**config.mk**
```make
export PLATFORM = sky130hd
export DESIGN_NAME = lpcm_timer
export DESIGN_NICKNAME = d
export VERILOG_FILES = /design/src/rtl/lpcm_pkg.sv /design/src/rtl/lpcm_prescaler.sv /design/src/rtl/lpcm_counter.sv /design/src/rtl/lpcm_regs.sv /design/src/rtl/lpcm_timer.sv
export SDC_FILE = /design/constraint.sdc
export NUM_CORES = 1
export LEC_CHECK = 0
export ABC_CLOCK_PERIOD_IN_PS = 10500
export BUFFER_PORTS_ARGS = -buffer_cell sky130_fd_sc_hd__buf_4
export CAP_MARGIN = 20
export CORE_UTILIZATION = 38
export DETAILED_ROUTE_END_ITERATION = 8
export PLACE_DENSITY_LB_ADDON = 0.3
export SKIP_LAST_GASP = 1
export SLEW_MARGIN = 20
export SYNTH_ARGS = -nofsm -noshare
export SYNTH_HDL_FRONTEND = slang
export SYNTH_HIERARCHICAL = 1
export SYNTH_SLANG_ARGS = --single-unit
```
**constraint.sdc**
```tcl
create_clock -name clk -period 10.5 [get_ports clk]
set_input_delay 0 -clock clk [delete_from_list [all_inputs] [get_ports clk]]
set_output_delay 0 -clock clk [all_outputs]
set_load 0.005 [all_outputs]
```
**src/rtl/lpcm_pkg.sv**
```systemverilog
package lpcm_pkg;
   // word indices (byte address / 4)
   localparam int unsigned IDX_CTRL = 0;
   localparam int unsigned IDX_ROUTE = 1;
   localparam int unsigned IDX_CMP = 2;
   localparam int unsigned IDX_COUNT = 3;
   localparam int unsigned NUM_WORDS = 4;

   // control word bit positions
   localparam int unsigned CTRL_RUN_BIT = 0;
   localparam int unsigned CTRL_IE_BIT = 6;
   localparam int unsigned CTRL_FLAG_BIT = 7;

   typedef enum logic [1:0] {
      WR_NONE = 2'd0,
      WR_CTRL = 2'd1,
      WR_ROUTE = 2'd2,
      WR_CMP = 2'd3
   } wr_kind_e;
endpackage

```
**src/rtl/lpcm_prescaler.sv**
```systemverilog
module lpcm_prescaler #(
   parameter int unsigned NUM_SRC = 4,
   parameter int unsigned PRE_W = 4,
   parameter bit HAS_DIV = 1'b1,
   localparam int unsigned SEL_W = (NUM_SRC > 1) ? $clog2(NUM_SRC) : 1,
   localparam int unsigned DIV_W = 1 << PRE_W
) (
   input logic clk,
   input logic rst_n,
   input logic en_i,
   input logic [SEL_W-1:0] sel_i,
   input logic bypass_i,
   input logic [PRE_W-1:0] pre_i,
   input logic [NUM_SRC-1:0] src_tick_i,
   output logic strobe_o
);
   logic tick_sel;

   // source selection: direct index when every code names a source
   if (NUM_SRC == (1 << SEL_W)) begin : g_sel_full
      assign tick_sel = src_tick_i[sel_i];
   end else begin : g_sel_guard
      always_comb begin
         tick_sel = 1'b0;
         for (int i = 0; i < NUM_SRC; i++) begin
            if (32'(sel_i) == i) tick_sel = src_tick_i[i];
         end
      end
   end

   if (HAS_DIV) begin : g_div
      logic [DIV_W-1:0] div_q;
      logic [DIV_W:0] pow_w;
      logic [DIV_W-1:0] lim_w;
      logic at_lim;

      assign pow_w = (DIV_W + 1)'(1) << ((DIV_W + 1)'(pre_i) + 1'b1);
      assign lim_w = pow_w[DIV_W-1:0] - 1'b1;
      assign at_lim = (div_q >= lim_w);

      always_ff @(posedge clk) begin
         if (!rst_n) begin
            div_q <= '0;
         end else if (!en_i) begin
            div_q <= '0;
         end else if (tick_sel && !bypass_i) begin
            if (at_lim) div_q <= '0;
            else div_q <= div_q + 1'b1;
         end
      end

      assign strobe_o = en_i && tick_sel && (bypass_i || at_lim);

      assert_div_clear_R8 : assert property (@(posedge clk) disable iff (!rst_n)
         !en_i |=> div_q == '0);
      assert_div_step_R4 : assert property (@(posedge clk) disable iff (!rst_n)
         (en_i && tick_sel && !bypass_i && !at_lim) |=> div_q == $past(div_q) + 1'b1);
      assert_div_idle_R4 : assert property (@(posedge clk) disable iff (!rst_n)
         (en_i && !tick_sel) |=> $stable(div_q));
   end else begin : g_nodiv
      logic unused_pre;
      assign unused_pre = ^{pre_i, bypass_i};
      assign strobe_o = en_i && tick_sel;
   end

   assert_strobe_src_R3 : assert property (@(posedge clk) disable iff (!rst_n)
      strobe_o |-> (en_i && src_tick_i != '0));
endmodule

```
**src/rtl/lpcm_counter.sv**
```systemverilog
module lpcm_counter #(
   parameter int unsigned CNT_W = 16
) (
   input logic clk,
   input logic rst_n,
   input logic en_i,
   input logic strobe_i,
   input logic [CNT_W-1:0] cmp_i,
   output logic [CNT_W-1:0] cnt_o,
   output logic match_o
);
   logic [CNT_W-1:0] cnt_q;
   logic hit;

   assign hit = (cnt_q == cmp_i);
   assign match_o = en_i && strobe_i && hit;

   always_ff @(posedge clk) begin
      if (!rst_n) begin
         cnt_q <= '0;
      end else if (!en_i) begin
         cnt_q <= '0;
      end else if (strobe_i) begin
         if (hit) cnt_q <= '0;
         else cnt_q <= cnt_q + 1'b1;
      end
   end

   assign cnt_o = cnt_q;

   assert_cnt_step_R3 : assert property (@(posedge clk) disable iff (!rst_n)
      (en_i && strobe_i && cnt_q != cmp_i) |=> cnt_q == CNT_W'($past(cnt_q) + 1'b1));
   assert_cnt_hold_R3 : assert property (@(posedge clk) disable iff (!rst_n)
      (en_i && !strobe_i) |=> $stable(cnt_q));
   assert_restart_R5 : assert property (@(posedge clk) disable iff (!rst_n)
      (en_i && strobe_i && cnt_q == cmp_i) |=> cnt_q == '0);
   assert_cnt_clear_R8 : assert property (@(posedge clk) disable iff (!rst_n)
      !en_i |=> cnt_q == '0);
endmodule

```
**src/rtl/lpcm_regs.sv**
```systemverilog
module lpcm_regs
   import lpcm_pkg::*;
#(
   parameter int unsigned DATA_W = 32,
   parameter int unsigned ADDR_W = 5,
   parameter int unsigned CNT_W = 16,
   parameter int unsigned SEL_W = 2,
   parameter int unsigned PRE_W = 4,
   localparam int unsigned IDX_W = ADDR_W - 2,
   localparam int unsigned BYP_BIT = SEL_W,
   localparam int unsigned PRE_LSB = SEL_W + 1
) (
   input logic clk,
   input logic rst_n,
   input logic reg_wr_i,
   input logic [ADDR_W-1:0] reg_addr_i,
   input logic [DATA_W-1:0] reg_wdata_i,
   output logic [DATA_W-1:0] reg_rdata_o,
   input logic match_i,
   input logic [CNT_W-1:0] cnt_i,
   output logic run_o,
   output logic ie_o,
   output logic flag_o,
   output logic [SEL_W-1:0] sel_o,
   output logic bypass_o,
   output logic [PRE_W-1:0] pre_o,
   output logic [CNT_W-1:0] cmp_o
);
   logic [IDX_W-1:0] idx;
   wr_kind_e wr_kind;
   logic run_q, ie_q, flag_q, byp_q;
   logic [SEL_W-1:0] sel_q;
   logic [PRE_W-1:0] pre_q;
   logic [CNT_W-1:0] cmp_q;
   logic clr_req;
   logic unused_bus;

   assign idx = reg_addr_i[ADDR_W-1:2];
   assign unused_bus = ^{reg_addr_i[1:0], reg_wdata_i};

   always_comb begin
      wr_kind = WR_NONE;
      if (reg_wr_i) begin
         case (32'(idx))
            IDX_CTRL: wr_kind = WR_CTRL;
            IDX_ROUTE: wr_kind = WR_ROUTE;
            IDX_CMP: wr_kind = WR_CMP;
            default: wr_kind = WR_NONE;
         endcase
      end
   end

   assign clr_req = (wr_kind == WR_CTRL) && reg_wdata_i[CTRL_FLAG_BIT];

   always_ff @(posedge clk) begin
      if (!rst_n) begin
         run_q <= 1'b0;
         ie_q <= 1'b0;
         byp_q <= 1'b0;
         sel_q <= '0;
         pre_q <= '0;
         cmp_q <= '0;
      end else begin
         case (wr_kind)
            WR_CTRL: begin
               run_q <= reg_wdata_i[CTRL_RUN_BIT];
               ie_q <= reg_wdata_i[CTRL_IE_BIT];
            end
            WR_ROUTE: begin
               sel_q <= reg_wdata_i[SEL_W-1:0];
               byp_q <= reg_wdata_i[BYP_BIT];
               pre_q <= reg_wdata_i[PRE_LSB +: PRE_W];
            end
            WR_CMP: cmp_q <= reg_wdata_i[CNT_W-1:0];
            default: ;
         endcase
      end
   end

   // sticky flag: a match outranks a clearing write
   always_ff @(posedge clk) begin
      if (!rst_n) flag_q <= 1'b0;
      else if (match_i) flag_q <= 1'b1;
      else if (clr_req) flag_q <= 1'b0;
   end

   always_comb begin
      reg_rdata_o = '0;
      case (32'(idx))
         IDX_CTRL: begin
            reg_rdata_o[CTRL_RUN_BIT] = run_q;
            reg_rdata_o[CTRL_IE_BIT] = ie_q;
            reg_rdata_o[CTRL_FLAG_BIT] = flag_q;
         end
         IDX_ROUTE: begin
            reg_rdata_o[SEL_W-1:0] = sel_q;
            reg_rdata_o[BYP_BIT] = byp_q;
            reg_rdata_o[PRE_LSB +: PRE_W] = pre_q;
         end
         IDX_CMP: reg_rdata_o[CNT_W-1:0] = cmp_q;
         IDX_COUNT: reg_rdata_o[CNT_W-1:0] = cnt_i;
         default: reg_rdata_o = '0;
      endcase
   end

   assign run_o = run_q;
   assign ie_o = ie_q;
   assign flag_o = flag_q;
   assign sel_o = sel_q;
   assign bypass_o = byp_q;
   assign pre_o = pre_q;
   assign cmp_o = cmp_q;

   assert_flag_set_R5 : assert property (@(posedge clk) disable iff (!rst_n)
      match_i |=> flag_q);
   assert_flag_w1c_R7 : assert property (@(posedge clk) disable iff (!rst_n)
      (clr_req && !match_i) |=> !flag_q);
   assert_flag_hold_R7 : assert property (@(posedge clk) disable iff (!rst_n)
      (!clr_req && !match_i) |=> $stable(flag_q));
   assert_cmp_stable_R9 : assert property (@(posedge clk) disable iff (!rst_n)
      (wr_kind != WR_CMP) |=> $stable(cmp_q));
endmodule

```
**src/rtl/lpcm_timer.sv**
```systemverilog
module lpcm_timer #(
   parameter int unsigned NUM_SRC = 4,
   parameter int unsigned PRE_W = 4,
   parameter int unsigned CNT_W = 16,
   parameter int unsigned DATA_W = 32,
   parameter int unsigned ADDR_W = 5,
   parameter bit HAS_DIV = 1'b1,
   localparam int unsigned SEL_W = (NUM_SRC > 1) ? $clog2(NUM_SRC) : 1
) (
   input logic clk,
   input logic rst_n,
   input logic [NUM_SRC-1:0] src_tick_i,
   input logic reg_wr_i,
   input logic [ADDR_W-1:0] reg_addr_i,
   input logic [DATA_W-1:0] reg_wdata_i,
   output logic [DATA_W-1:0] reg_rdata_o,
   output logic irq_o
);
   // elaboration-time parameter checks
   if (CNT_W > DATA_W) begin : g_chk_cnt
      $error("lpcm_timer: CNT_W must fit in DATA_W");
   end
   if (DATA_W < 8) begin : g_chk_data
      $error("lpcm_timer: control word needs at least 8 bits");
   end
   if (SEL_W + 1 + PRE_W > DATA_W) begin : g_chk_route
      $error("lpcm_timer: routing fields exceed DATA_W");
   end
   if (ADDR_W < 4) begin : g_chk_addr
      $error("lpcm_timer: ADDR_W too small for four words");
   end
   if (PRE_W < 1 || PRE_W > 5) begin : g_chk_pre
      $error("lpcm_timer: PRE_W must be 1 to 5");
   end

   logic run, ie, flag, bypass, strobe, match;
   logic [SEL_W-1:0] sel;
   logic [PRE_W-1:0] pre;
   logic [CNT_W-1:0] cmp, cnt;

   lpcm_regs #(
      .DATA_W(DATA_W), .ADDR_W(ADDR_W), .CNT_W(CNT_W),
      .SEL_W(SEL_W), .PRE_W(PRE_W)
   ) u_regs (
      .clk(clk), .rst_n(rst_n),
      .reg_wr_i(reg_wr_i), .reg_addr_i(reg_addr_i),
      .reg_wdata_i(reg_wdata_i), .reg_rdata_o(reg_rdata_o),
      .match_i(match), .cnt_i(cnt),
      .run_o(run), .ie_o(ie), .flag_o(flag),
      .sel_o(sel), .bypass_o(bypass), .pre_o(pre), .cmp_o(cmp)
   );

   lpcm_prescaler #(
      .NUM_SRC(NUM_SRC), .PRE_W(PRE_W), .HAS_DIV(HAS_DIV)
   ) u_pre (
      .clk(clk), .rst_n(rst_n), .en_i(run),
      .sel_i(sel), .bypass_i(bypass), .pre_i(pre),
      .src_tick_i(src_tick_i), .strobe_o(strobe)
   );

   lpcm_counter #(.CNT_W(CNT_W)) u_cnt (
      .clk(clk), .rst_n(rst_n), .en_i(run), .strobe_i(strobe),
      .cmp_i(cmp), .cnt_o(cnt), .match_o(match)
   );

   assign irq_o = flag && ie;

   assert_irq_hold_R6 : assert property (@(posedge clk) disable iff (!rst_n)
      (irq_o && !(reg_wr_i && reg_addr_i[ADDR_W-1:2] == '0)) |=> irq_o);
   assert_irq_off_R1 : assert property (@(posedge clk)
      !rst_n |=> !irq_o);
endmodule

```
Yosys cells after proc, flatten, opt, wreduce, memory -nomap -nowiden
Cells that the tools add are included.
{"block": "totals", "regBits": 58, "in_bits": 44, "output_inout_bits": 33, "wordCells": 48}
{"block": "classes", "shift": 1, "reduce_logical": 12, "magnitude_cmp": 2, "n_mux": 13, "add_sub_neg": 4, "eq_ne": 7}
{"op": "adder 16 x 1 -> 16 bit (second input constant)", "count": 2}
{"op": "two-way mux 16 bit", "count": 2}
{"op": "left shift 1 x 17 -> 16 bit (first input constant)", "count": 1}
{"op": "== test 16 bit", "count": 1}
{"op": ">= comparator 16 bit", "count": 1}
{"op": "one-hot mux 8 bit (2 select lines)", "count": 1}
{"op": "subtractor 16 x 1 -> 16 bit (second input constant)", "count": 1}
{"op": "one-hot mux 5 bit (3 select lines)", "count": 1}
{"op": "one-hot mux 1 bit (4 select lines)", "count": 2}
{"op": "logical AND 1 bit", "count": 7}
{"op": "== test 3 x 2 -> 1 bit (second input constant)", "count": 2}
{"op": "one-hot mux 2 bit (3 select lines)", "count": 1}
{"op": "adder 4 x 1 -> 5 bit (second input constant)", "count": 1}
{"op": "== test 2 bit (second input constant)", "count": 2}
{"op": "== test 3 x 1 -> 1 bit (second input constant)", "count": 1}
{"op": "zero test 3 bit", "count": 1}
{"op": "< comparator 2 x 3 -> 1 bit (second input constant)", "count": 1}
{"op": "two-way mux 1 bit", "count": 3}
{"op": "one-hot mux 1 bit (3 select lines)", "count": 1}
{"op": "binary-select mux 1 bit (select 2 bit)", "count": 1}
{"op": "== test 2 x 1 -> 1 bit (second input constant)", "count": 1}
{"op": "two-way mux 2 bit", "count": 1}
{"op": "AND reduction 2 bit", "count": 1}
{"op": "nonzero test 2 bit", "count": 1}
{"op": "2 further kinds", "count": 2}

Logic depth before layout (Yosys ltp)
Gate-level depths: netlist (run 1).
{"block": "logic_depth", "ltp_word": 9, "mapped_depth": 21, "ltp_nobuf": 18}

Cells and area by module
The synthesis (run 1) kept the hierarchy.
{"mod": "lpcm_regs", "area_each_um2": 1526.5, "cells_each": 170, "n_inst": 1, "seq_area_each_um2": 520.5}
{"mod": "lpcm_prescaler", "area_each_um2": 1381.3, "cells_each": 172, "n_inst": 1, "seq_area_each_um2": 320.3}
{"mod": "lpcm_counter", "area_each_um2": 915.9, "cells_each": 106, "n_inst": 1, "seq_area_each_um2": 320.3}
{"mod": "lpcm_timer", "area_each_um2": 6.3, "cells_each": 1, "n_inst": 1, "seq_area_each_um2": 0.0}

Least setup slack after synthesis (run 1)
OpenSTA, ideal clock, no wires.
{"block": "synth_path", "path_kind": "reg2reg", "from": "register u_regs.pre_q[0] (netlist: u_regs/pre_o[0])", "to": "register u_cnt.cnt_q[13] (netlist: u_cnt/cnt_o[13])", "slack_ns": 6.189, "required_ns": 10.386, "setup_ns": 0.114, "path_stages_with_launch": 21, "path_buffers": 3, "arrival_ns": 4.197, "path_cell_list": "dfxtp_1 clkbuf_1 or2_2 clkbuf_1 nand2b_1 ha_1 nor2b_1 a31oi_1 o22a_1 ha_1 nand4_2 nor3_2 or4b_4 nand3_1 o211a_1 clkbuf_1 nand4_1 nor4_1 nand3_1 xor2_1 nor2_1"}
{"block": "synth_between", "elab_chain_cells": 6}
{"element": "start: declaration", "line_no": "lpcm_regs.sv:33", "text": "logic [PRE_W-1:0] pre_q;"}
{"element": "start signal: assignment", "line_no": "lpcm_regs.sv:72", "text": "pre_q <= reg_wdata_i[PRE_LSB +: PRE_W];"}
{"element": "adder 4 x 1 -> 5 bit", "line_no": "lpcm_prescaler.sv:37", "text": "assign pow_w = (DIV_W + 1)'(1) << ((DIV_W + 1)'(pre_i) + 1'b1);"}
{"element": "left shift 1 x 17 -> 16 bit", "line_no": "lpcm_prescaler.sv:37"}
{"element": "subtractor 16 x 1 -> 16 bit", "line_no": "lpcm_prescaler.sv:38", "text": "assign lim_w = pow_w[DIV_W-1:0] - 1'b1;"}
{"element": ">= comparator 16 bit", "line_no": "lpcm_prescaler.sv:39", "text": "assign at_lim = (div_q >= lim_w);"}
{"element": "logical OR 1 bit", "line_no": "lpcm_prescaler.sv:52", "text": "assign strobe_o = en_i && tick_sel && (bypass_i || at_lim);"}
{"element": "logical AND 1 bit", "line_no": "lpcm_prescaler.sv:52"}
{"element": "via strobe", "line_no": "lpcm_timer.sv:36", "text": "logic run, ie, flag, bypass, strobe, match;"}
{"element": "end signal: assignment", "line_no": "lpcm_counter.sv:25", "text": "else cnt_q <= cnt_q + 1'b1;"}
{"element": "end: declaration", "line_no": "lpcm_counter.sv:12", "text": "logic [CNT_W-1:0] cnt_q;"}
The timed path passes the listed nets, and every way through them passes these cells.
A chain may end at the register's enable or synchronous reset.

Worst setup path in the final report (run 1)
{"block": "layout_path", "from": "register u_regs.pre_q[2] (netlist: u_regs/pre_o[2])", "to": "register u_cnt.cnt_q[13] (netlist: u_cnt/cnt_o[13])"}
The elaborated chain is that of the path after synthesis.

==> summary.txt, run 1 <==
status: completed
Ys Warns: 6
die height: 102 µm
Bufs on Longest Clock Path: 2
Final Hold Viols: 0
Post-Syn Area per Cell: 8.53 µm²
ys flop type: dfxtp_1
R2R Setup Slk: 5.70 ns
Final Cycle Share: 0.457
post-CTS sizing: 0
Slew Viols, Final: 0
Worst EP arrival: 5.00 ns
clock-pin slew on the worst setup and hold paths: 0.07 ns
vias in the first global route: 2961
sequential fraction of the synthesis area: 0.303
Cells after Synth: 449
Final min period: 4.80 ns
WHS Path Cells: 3
dpl cells: 599
area share of xor/xnor cells in the synthesized design: 0.107
Total Wirelength: 8.98 mm
Compound-Gate Fraction of Synth Area: 0.0758
min-delay src: reg_wr_i
Setup CP Type: flop to flop
Fin Setup TNS: 0 ns
Final Instance Count excl. Fillers: 631
slowest stage delay, CP: 0.75 ns
ant diodes: 0
CP top delay family: simple AND/OR/NAND/NOR gates
1st-iter DRT viols: 170
library cells used by synthesis: 48
detailed placement HPWL: 6.29 mm
pin count of the biggest net entering global routing: 45
Num CTS Buffers: 9
Fmax: 208 MHz
Max-Cap Viols: 0
Pwr Density: 110 mW/mm²
Vias/cell: 5.09
WP data required: 10.70 ns
Critical path buffers and inverters: 0
actual slew at the worst max-slew pin: 1.09 ns
via count: 3213
Crit-path slowest cell: dfxtp_1
die width: 102 µm
gr usage total: 0.179
# IOs: 77
crit path launch type: flop
Die ar.: 0.0105 mm²
Post-synth EDFFs: 0
Yosys reg bits: 58
Worst setup startpoint: u_regs/pre_o[2]$_SDFFE_PN0N_
r2r endpoint: u_cnt/cnt_o[13]$_SDFFE_PN0P_
clk sink count: 58
Worst-Skew Late Latency: 0.34 ns
worst path cell trace: nor2_1 > nand2b_1 > ha_1 > nand2b_1 > nor3_1 > a31oi_1 > o22a_1 > ha_1 > nand4_2 > nor3_2 > or4b_4 > nand3_1 > o211a_1 > nand4_1 > nor4_1 > nand3_1 > xor2_1 > nor2_1
Slew headroom: 0.272
H-tree levels: 3
largest family of logic cells by synthesized area: simple AND/OR/NAND/NOR gates
worst-case reg-to-reg path depth: 18
Peak VDD IR: 0.0739 mV
pre-CTS setup slack: 5.79 ns
Row Count: 36
drt wl/cell: 14.2 µm
DRC: 0
CP Max Fanout: 22
Mapped Area: 0.00383 mm²
area growth from synthesis to layout: 16.7%
clock root buffer master: clkbuf_8
TritonCTS clock tree: built
adder-cell area share of the yosys netlist: 0.0621
Detail Route Antenna Nets: 0
RSZ-0062 raised after global routing: false
HP Class: input port to flop
Hold Path End: u_regs/ie_o$_SDFFE_PN0N_
initial antenna violation count: 0
Crit Reg-Reg Startpoint: u_regs/pre_o[2]$_SDFFE_PN0N_
design area: 0.00447 mm²
port bufs: 42
total grt overflow: 0
# setup viols final: 0
Initial Util: 0.392
static leakage: 1.72 nW
Crit. End Element: flop
final hold slack: 0.0765 ns
clock skew: 0.00949 ns
nets: 556
async set-or-reset flop fraction in the synthesized netlist: 0
layout cell share with drive strength beyond 1: 0.139
GPL Wtd Cong: 0.832
setup ws final: 5.70 ns
first-pass GRT wire length: 14.4 mm
core area: 0.00977 mm²
Synth Area in Simple Gates: 0.242
DRT Pass-1 Iters: 4
Cell Area, Placed: 0.00411 mm²
multiplexer share of the synthesized area: 0.125
==> metal layers <==
layer / global-route usage / wire [µm]
met1: 0.250 / 4430
met2: 0.277 / 4000
met3: 0.0342 / 462
met4: 0.0604 / 85
met5: 0 / 0
==> power by group <==
| group | internal, mW | switching, mW |
|---|---|---|
| registers | 0.222 | 0.00310 |
| logic | 0.0247 | 0.0278 |
| clock network | 0.122 | 0.0936 |
| total | 0.369 | 0.125 |
==> cells in the mapped netlist, types with 5 or more instances <==
cell type  count  area share
ha_1          19       0.062
nand3_1       15       0.020
nor4_1         7       0.011
o32ai_1        5       0.011
xnor2_1       17       0.039
nand4_1       13       0.021
o21ai_0        9       0.012
xor2_1        30       0.069
buf_4         17       0.033
inv_1         10      0.0098
clkbuf_1      14       0.014
nand2_1       68       0.067
nor3_1        24       0.031
mux2i_1       41        0.11
a21oi_1        9       0.012
nand2b_1       7       0.011
and2_1         5      0.0082
dfxtp_1       58        0.30
buf_6          5       0.015
nor2_1        32       0.031
==> flip-flops by register name, indices dropped and copies added, names as in the netlist <==
register / count
u_regs/pre_o: 4
u_pre/g_div.div_q: 16
u_regs/cmp_o: 16
u_regs/run_o: 1
u_cnt/cnt_o: 16
u_regs/ie_o: 1
u_regs/sel_o: 2
u_regs/flag_o: 1
u_regs/bypass_o: 1
==> cell usage in the layout (no fill, tap or decap), drive strengths merged, types with 2 or more instances in the layout <==
cell / n
nand2: 68
xor2: 30
clkbuf: 12
nand3: 15
nand4: 14
o21ai: 9
mux2i: 41
and3: 4
nor4: 7
ha: 19
inv: 10
xnor2: 17
buf: 43
a31oi: 5
conb: 18
clkinvlp: 2
nor3: 25
and2: 5
nor2: 32
o32ai: 5
nand2b: 7
o22a: 2
dfxtp: 58
nor2b: 4
dlygate4sd3: 16
a21oi: 9
mux4: 3
==> kinds of logic (layout without fill, tap and decap cells) <==
group	after synthesis	after routing
AND/OR/NAND/NOR	188	188
flip-flops	58	58
buffers and inverters	52	85
XOR/XNOR	47	47
multiplexers	44	44
AO/OA/AOI/OAI	39	39
adder cells (fa/ha/maj)	19	19
other	2	18
==> stage by stage <==
step | total power, mW | util
floorplan | 0.268 | -
global placement | 0.276 | 0.420
detailed placement | 0.277 | 0.420
CTS | 0.498 | 0.457
global route | 0.516 | 0.457
finish | 0.493 | 0.457
==> area by class of cell <==
type                       count  area (µm²)
clock buffer                  12         155
clock inverter                 4        50.0
fill                         960        5300
inverter                      10        37.5
multi-input combinational    355        2420
sequential                    58        1160
tap                          133         166
timing repair buffer          59         483
==> worst register-to-register path: stages (launching register included) <==
cell and delay, ns:
dfxtp_1 0.75, nor2_1 0.20, nand2b_1 0.12, ha_1 0.27, nand2b_1 0.13, nor3_1 0.18, a31oi_1 0.07, o22a_1 0.24
ha_1 0.31, nand4_2 0.14, nor3_2 0.26, or4b_4 0.52, nand3_1 0.11, o211a_1 0.30, nand4_1 0.29, nor4_1 0.42
nand3_1 0.15, xor2_1 0.16, nor2_1 0.05
==> worst max path at each step <==
stage          cells past startpoint                           end
6_report                          18  u_cnt/cnt_o[13]$_SDFFE_PN0P_
5_1_grt                           18  u_cnt/cnt_o[13]$_SDFFE_PN0P_
3_5_place_dp                      18  u_cnt/cnt_o[13]$_SDFFE_PN0P_
3_3_place_gp                      18  u_cnt/cnt_o[13]$_SDFFE_PN0P_
2_1_floorplan                     20  u_cnt/cnt_o[13]$_SDFFE_PN0P_
4_1_cts                           18  u_cnt/cnt_o[13]$_SDFFE_PN0P_
==> what timing repair did <==
item                      CTS  global route
hold endpoints to repair   24             0
setup buffers               0             0
hold buffers               16             0
(Power assumes the default switching activity.)
==> run 2: changes to the inputs <==
--- a/config.mk
+++ b/config.mk
@@ -5,7 +5,8 @@
 export SDC_FILE = /design/constraint.sdc
 export NUM_CORES = 1
 export LEC_CHECK = 0
-export ABC_CLOCK_PERIOD_IN_PS = 10500
+export ABC_AREA = 1
+export ABC_CLOCK_PERIOD_IN_PS = 4400
 export BUFFER_PORTS_ARGS = -buffer_cell sky130_fd_sc_hd__buf_4
 export CAP_MARGIN = 20
 export CORE_UTILIZATION = 38
==> constraint.sdc (replaced) <==
create_clock -name clk -period 4.4 [get_ports clk]
set_input_delay 0 -clock clk [delete_from_list [all_inputs] [get_ports clk]]
set_output_delay 0 -clock clk [all_outputs]
set_load 0.005 [all_outputs]
==> run 2 against run 1 <==
Compared with the run above: synthesized cell count is 60% higher; combinational power grew to 3.1 times the previous value; sequential power increased by 140%; sequential share of layout area fell by 3.9 points; register-to-register slack worse by 5.0 ns; core utilization grew 0.23 points; clock power rose to 3.4 times the previous value; non-clock buffer count did not move; setup slack got worse by 5.0 ns; worst hold slack worse by 0.054 ns; via count rose by 29%; global-route usage rose by 0.43 points; critical path type unchanged; critical endpoint is now u_cnt/cnt_o[9]$_SDFFE_PN0P_.
==> summary.txt, run 2 <==
status: completed
drt wl/cell: 11.0 µm
clk sink count: 58
sequential fraction of the synthesis area: 0.260
actual slew at the worst max-slew pin: 0.611 ns
ys flop type: dfxtp_1
Row Count: 39
Max-Cap Viols: 0
static leakage: 2.46 nW
Vias/cell: 4.47
CP Max Fanout: 14
# IOs: 77
Pwr Density: 273 mW/mm²
Die ar.: 0.0122 mm²
Post-synth EDFFs: 0
design area: 0.00525 mm²
Slew headroom: 0.591
first-pass GRT wire length: 16.7 mm
via count: 4130
port bufs: 42
vias in the first global route: 3583
ant diodes: 0
async set-or-reset flop fraction in the synthesized netlist: 0
HP Class: input port to flop
Post-Syn Area per Cell: 6.20 µm²
CP top delay family: simple AND/OR/NAND/NOR gates
WP data required: 4.62 ns
1st-iter DRT viols: 188
pin count of the biggest net entering global routing: 33
Crit-path slowest cell: dfxtp_1
area growth from synthesis to layout: 17.7%
Mapped Area: 0.00446 mm²
post-CTS sizing: 0
Post-CTS Setup Bufs: 0
routing usage on met3: 0.0476
commonest cells in the netlist: nand2_1 (242), inv_1 (108), nor2_1 (102)
detailed placement HPWL: 7.61 mm
highest-count cells in the layout ignoring fill and taps: nand2_1 (242), inv_1 (108), nor2_1 (102), dfxtp_1 (58), buf_4 (42)
Final Hold Viols: 0
Critical path buffers and inverters: 4
Worst-Skew Late Latency: 0.33 ns
clock root buffer master: clkbuf_16
nets: 839
largest area contributor in the netlist: dfxtp_1
gr usage total: 0.184
Slew Viols, Final: 0
Fmax: 267 MHz
Yosys reg bits: 58
Fin Setup TNS: 0 ns
layer with the highest usage: met2
die width: 110 µm
Hold-fix buffers, CTS: 16
total grt overflow: 0
Num CTS Buffers: 9
share of the synthesized area in the top cell type: 0.260
Cell Area, Placed: 0.00477 mm²
worst path cell trace: inv_1 > nand2_1 > ha_1 > inv_1 > nor2_4 > o21ai_2 > a21oi_1 > xor2_1 > ha_1 > nand4_1 > nor2_1 > nand2_1 > nand3_1 > nand4_1 > inv_1 > inv_1 > nor2_4 > nand3_1 > nor2_1 > xor2_1 > nor2_2
RSZ-0062 raised after global routing: false
Total Wirelength: 10.1 mm
clock-pin slew on the worst setup and hold paths: 0.05 ns
slowest stage delay, CP: 0.60 ns
die height: 110 µm
layout cell share with drive strength beyond 1: 0.133
# setup viols final: 0
met2 Use GR: 0.289
commonest non-fill, non-tap cell in the layout: nand2_1
most numerous cell in the Yosys netlist: nand2_1
Ys Warns: 6
Peak VDD IR: 0.199 mV
Worst EP arrival: 3.97 ns
H-tree levels: 3
crit path launch type: flop
Final Cycle Share: 0.851
Final min period: 3.74 ns
core area: 0.0114 mm²
met1 Track Usage GR: 0.238
initial antenna violation count: 0
Bufs on Longest Clock Path: 2
Crit. End Element: flop
Cells after Synth: 720
GPL Wtd Cong: 0.821
top post-synthesis cells by area: dfxtp_1 (26%), nand2_1 (20%), inv_1 (9.1%)
Initial Util: 0.391
TritonCTS clock tree: built
most frequent CP cell: inv_1
DRT Pass-1 Iters: 4
library cells used by synthesis: 36
Detail Route Antenna Nets: 0
DRC: 0
clock skew: 0.00556 ns
Setup CP Type: flop to flop
[run 2: cells by family after synthesis]
group	share of synthesized area
simple gates	0.439
buf+inv	0.151
xor+xnor	0.0550
flops	0.260
mux	0.00224
compound gates	0.0370
other cells	0.00168
fa+ha+maj	0.0533
[run 2: area by class of cell]
class                   count  area (µm²)
clock buffers              12         236
clock inverters             3        65.1
fillers                  1238        6170
inverters                 115         432
multi-input cells         533        2690
flip-flops and latches     58        1160
well taps                 143         179
repair buffers             59         490
[run 2: worst register-to-register path, stage by stage (launching register included)]
cell,delay (ns)
dfxtp_1,0.60
inv_1,0.18
nand2_1,0.11
ha_1,0.18
inv_1,0.09
nor2_4,0.17
o21ai_2,0.10
a21oi_1,0.15
xor2_1,0.09
ha_1,0.30
nand4_1,0.11
nor2_1,0.11
nand2_1,0.14
nand3_1,0.10
nand4_1,0.07
inv_1,0.25
inv_1,0.17
nor2_4,0.19
nand3_1,0.15
nor2_1,0.15
xor2_1,0.19
nor2_2,0.06
[run 2: path summary, 6_finish.rpt]
check	endpoint	slack, ns	depth (start not counted)	startpoint
worst max-delay path	u_cnt/cnt_o[9]$_SDFFE_PN0P_	0.66	21	u_regs/pre_o[3]$_SDFFE_PN0N_
worst min-delay path	u_regs/cmp_o[0]$_SDFFE_PN0N_	0.02	5	reg_wdata_i[0]
worst max register to register	u_cnt/cnt_o[9]$_SDFFE_PN0P_	0.66	21	u_regs/pre_o[3]$_SDFFE_PN0N_
worst min register to register	u_regs/flag_o$_SDFFE_PN0P_	0.48	2	u_regs/flag_o$_SDFFE_PN0P_
[run 2: per-stage QoR]
step           setup WS (ns)  hold slack [ns]  power (mW)  std cells  utilization
3_5_place_dp           0.649            0.298       0.706        891        0.418
5_1_grt                0.227           0.0534        1.50        923        0.460
4_1_cts                0.620          0.00459        1.46        922        0.458
3_3_place_gp           0.689            0.293       0.705        891        0.418
2_1_floorplan           1.25            0.165       0.674        736            -
6_report               0.655           0.0229        1.43        923        0.460
[run 2: where the power goes]
group	internal, mW	total, mW	leakage (nW)	switching (mW)
Clock	0.491	0.726	0.147	0.235
Combinational	0.0666	0.161	1.84	0.0945
Sequential	0.534	0.545	0.469	0.0109
[run 2: per-layer routing]
layer / wire [µm] / vias up
li1: - / 2270
met4: 160 / 0
met2: 4560 / 70
met3: 391 / 11
met1: 5010 / 1779
met5: 0 / -
==> run 3: changes to the inputs <==
--- a/config.mk
+++ b/config.mk
@@ -12,6 +12,7 @@
 export CORE_UTILIZATION = 38
 export DETAILED_ROUTE_END_ITERATION = 8
 export PLACE_DENSITY_LB_ADDON = 0.3
+export RECOVER_POWER = 50
 export SKIP_LAST_GASP = 1
 export SLEW_MARGIN = 20
 export SYNTH_ARGS = -nofsm -noshare
==> constraint.sdc (replaced) <==
create_clock -name clk -period 4.4 [get_ports clk]
set_input_delay 1.1 -clock clk [delete_from_list [all_inputs] [get_ports clk]]
set_output_delay 1.1 -clock clk [all_outputs]
set_load 0.005 [all_outputs]
==> run 3 against run 2 <==
Compared with the run above: the flow now finishes with violations (max-capacitance violations); critical endpoint unchanged; total power down 7.3%; clock skew up 0.00063 ns; fmax down 1.5%; largest cell class unchanged; routed wire length down 1.9%; non-clock buffer count down 16; register-to-register slack worse by 0.06 ns; global-route usage down 0.21 points.
==> summary.txt, run 3 (same netlist as run 2, synthesis figures left out) <==
Hold-fix buffers, CTS: 0
Clk network pwr share: 0.482
Filler cells: 1271
Max-Cap Viols: 1
highest-count cells in the layout ignoring fill and taps: nand2_1 (244), inv_1 (110), nor2_1 (104), dfxtp_1 (58), buf_4 (32)
Final Power: 1.33 mW
first-pass GRT wire length: 16.8 mm
Hold Path End: u_regs/flag_o$_SDFFE_PN0P_
vias in the first global route: 3511
RSZ-0062 raised after global routing: false
Num CTS Buffers: 9
Net Sw Power: 334 µW
via count: 4057
min-delay src: u_regs/flag_o$_SDFFE_PN0P_
clock root buffer master: clkbuf_16
drt wl/cell: 10.9 µm
# setup viols final: 0
Crit. End Element: flop
Initial Util: 0.391
nets: 823
WHS Path Cells: 2
failing checks: max-capacitance violations
die height: 110 µm
Final Cycle Share: 0.864
Internal Power: 994 µW
1st-iter DRT viols: 225
actual slew at the worst max-slew pin: 1.47 ns
static leakage: 2.32 nW
Comb power frac: 0.107
Final min period: 3.80 ns
clock-pin slew on the worst setup and hold paths: 0.05 ns
Crit Reg-Reg Startpoint: u_regs/pre_o[3]$_SDFFE_PN0N_
worst-case reg-to-reg path depth: 21
Row Count: 39
clk sink count: 58
gr usage total: 0.181
Bufs on Longest Clock Path: 2
status: finished, violations left
initial antenna violation count: 0
Vias/cell: 4.47
WP data required: 4.62 ns
Post-CTS Setup Bufs: 0
Fmax: 263 MHz
commonest non-fill, non-tap cell in the layout: nand2_1
Pwr Density: 267 mW/mm²
Worst-Skew Late Latency: 0.33 ns
port bufs: 42
Multi-input gate area: 0.00263 mm²
DRC: 0
Die ar.: 0.0122 mm²
H-tree levels: 3
layout cell share with drive strength beyond 1: 0.123
pin count of the biggest net entering global routing: 33
Final Hold Viols: 0
r2r endpoint: u_cnt/cnt_o[9]$_SDFFE_PN0P_
CP Max Fanout: 14
DRT Pass-1 Iters: 4
total grt overflow: 0
Total Wirelength: 9.93 mm
HP Class: flop to flop
Setup CP Type: flop to flop
register area: 0.00116 mm²
Detail Route Antenna Nets: 0
Slew Viols, Final: 0
TritonCTS clock tree: built
ant diodes: 0
clock skew: 0.00619 ns
Reg power frac: 0.411
area growth from synthesis to layout: 11.6%
die width: 110 µm
crit path launch type: flop
Peak VDD IR: 0.169 mV
GPL Wtd Cong: 0.826
# IOs: 77
post-CTS sizing: 0
Slew headroom: 0.0132
detailed placement HPWL: 7.60 mm
Sw Share: 0.252
Worst EP arrival: 4.03 ns
R2R Setup Slk: 0.60 ns
Fin Setup TNS: 0 ns
core area: 0.0114 mm²
[run 3: cell count changes in the layout (fill, tap and decap cells not counted), moves of 2 or more]
| cell | before | now |
|---|---|---|
| buf_4 | 42 | 32 |
| bufinv_16 | 2 | 0 |
| clkbuf_1 | 3 | 6 |
| clkbuf_4 | 0 | 6 |
| clkbuf_8 | 0 | 2 |
| clkinv_2 | 1 | 3 |
| dlygate4sd3_1 | 16 | 0 |
| inv_1 | 108 | 110 |
| inv_2 | 7 | 5 |
| nand2_1 | 242 | 244 |
| nand2_4 | 3 | 1 |
| nor2_1 | 102 | 104 |
| nor3_4 | 2 | 0 |
[run 3: metal layers]
layer / GRT usage / routed length (µm) / up-vias
met2: 0.275 / 4270 / 69
met1: 0.244 / 5050 / 1742
met5: 0 / 0 / -
met4: 0.0846 / 218 / 0
met3: 0.0406 / 388 / 14
li1: - / - / 2232
[run 3: final cells by class]
cell class / count / area share
clock buffer: 12 / 0.0515
timing repair buffer: 43 / 0.0611
sequential: 58 / 0.233
multi-input combinational: 533 / 0.528
clock inverter: 3 / 0.00302
inverter: 115 / 0.0867
tap: 143 / 0.0360
[run 3: how the worst max path moves through the flow]
stage	from	to	slack, ns	depth (start not counted)
after CTS	u_regs/pre_o[3]$_SDFFE_PN0N_	u_cnt/cnt_o[9]$_SDFFE_PN0P_	0.62	21
after detailed placement	u_regs/pre_o[3]$_SDFFE_PN0N_	u_cnt/cnt_o[9]$_SDFFE_PN0P_	0.65	24
after global placement	u_regs/pre_o[3]$_SDFFE_PN0N_	u_cnt/cnt_o[9]$_SDFFE_PN0P_	0.67	21
final	u_regs/pre_o[3]$_SDFFE_PN0N_	u_cnt/cnt_o[9]$_SDFFE_PN0P_	0.60	21
after global routing	u_regs/pre_o[3]$_SDFFE_PN0N_	u_cnt/cnt_o[9]$_SDFFE_PN0P_	0.19	24
after floorplan	u_regs/pre_o[3]$_SDFFE_PN0N_	u_cnt/cnt_o[9]$_SDFFE_PN0P_	1.25	23
[run 3: power groups by stage]
stage          sequential (mW)  clock, mW  combinational (mW)
3_3_place_gp             0.556          0               0.149
4_1_cts                  0.545      0.656               0.149
5_1_grt                  0.546      0.680               0.165
2_1_floorplan            0.551          0               0.123
3_5_place_dp             0.556          0               0.148
6_report                 0.545      0.640               0.142
[run 3: metrics by stage]
| step | util | hold slack, ns | cells | worst slack [ns] | area [µm²] |
|---|---|---|---|---|---|
| final | 0.436 | 0.472 | 907 | 0.598 | 4980 |
| after global routing | 0.436 | 0.495 | 907 | 0.190 | 4980 |
| after CTS | 0.442 | 0.476 | 906 | 0.615 | 5040 |
| after detailed placement | 0.418 | 0.468 | 891 | 0.646 | 4770 |
| after global placement | 0.418 | 0.467 | 891 | 0.673 | 4770 |
| after floorplan | - | 0.449 | 736 | 1.25 | 4520 |
[run 3: critical path, cell delays in order, from the launching register on]
cell,delay [ns]
dfxtp_1,0.61
inv_1,0.18
nand2_1,0.11
ha_1,0.17
inv_1,0.09
nor2_4,0.17
o21ai_2,0.09
a21oi_1,0.16
xor2_1,0.09
ha_1,0.30
nand2_1,0.05
o21ai_0,0.19
nor2_1,0.14
nand3_1,0.10
nand4_1,0.08
inv_1,0.26
inv_1,0.17
nor2_4,0.19
nand3_1,0.15
nor2_1,0.14
xor2_1,0.19
nor2_2,0.06
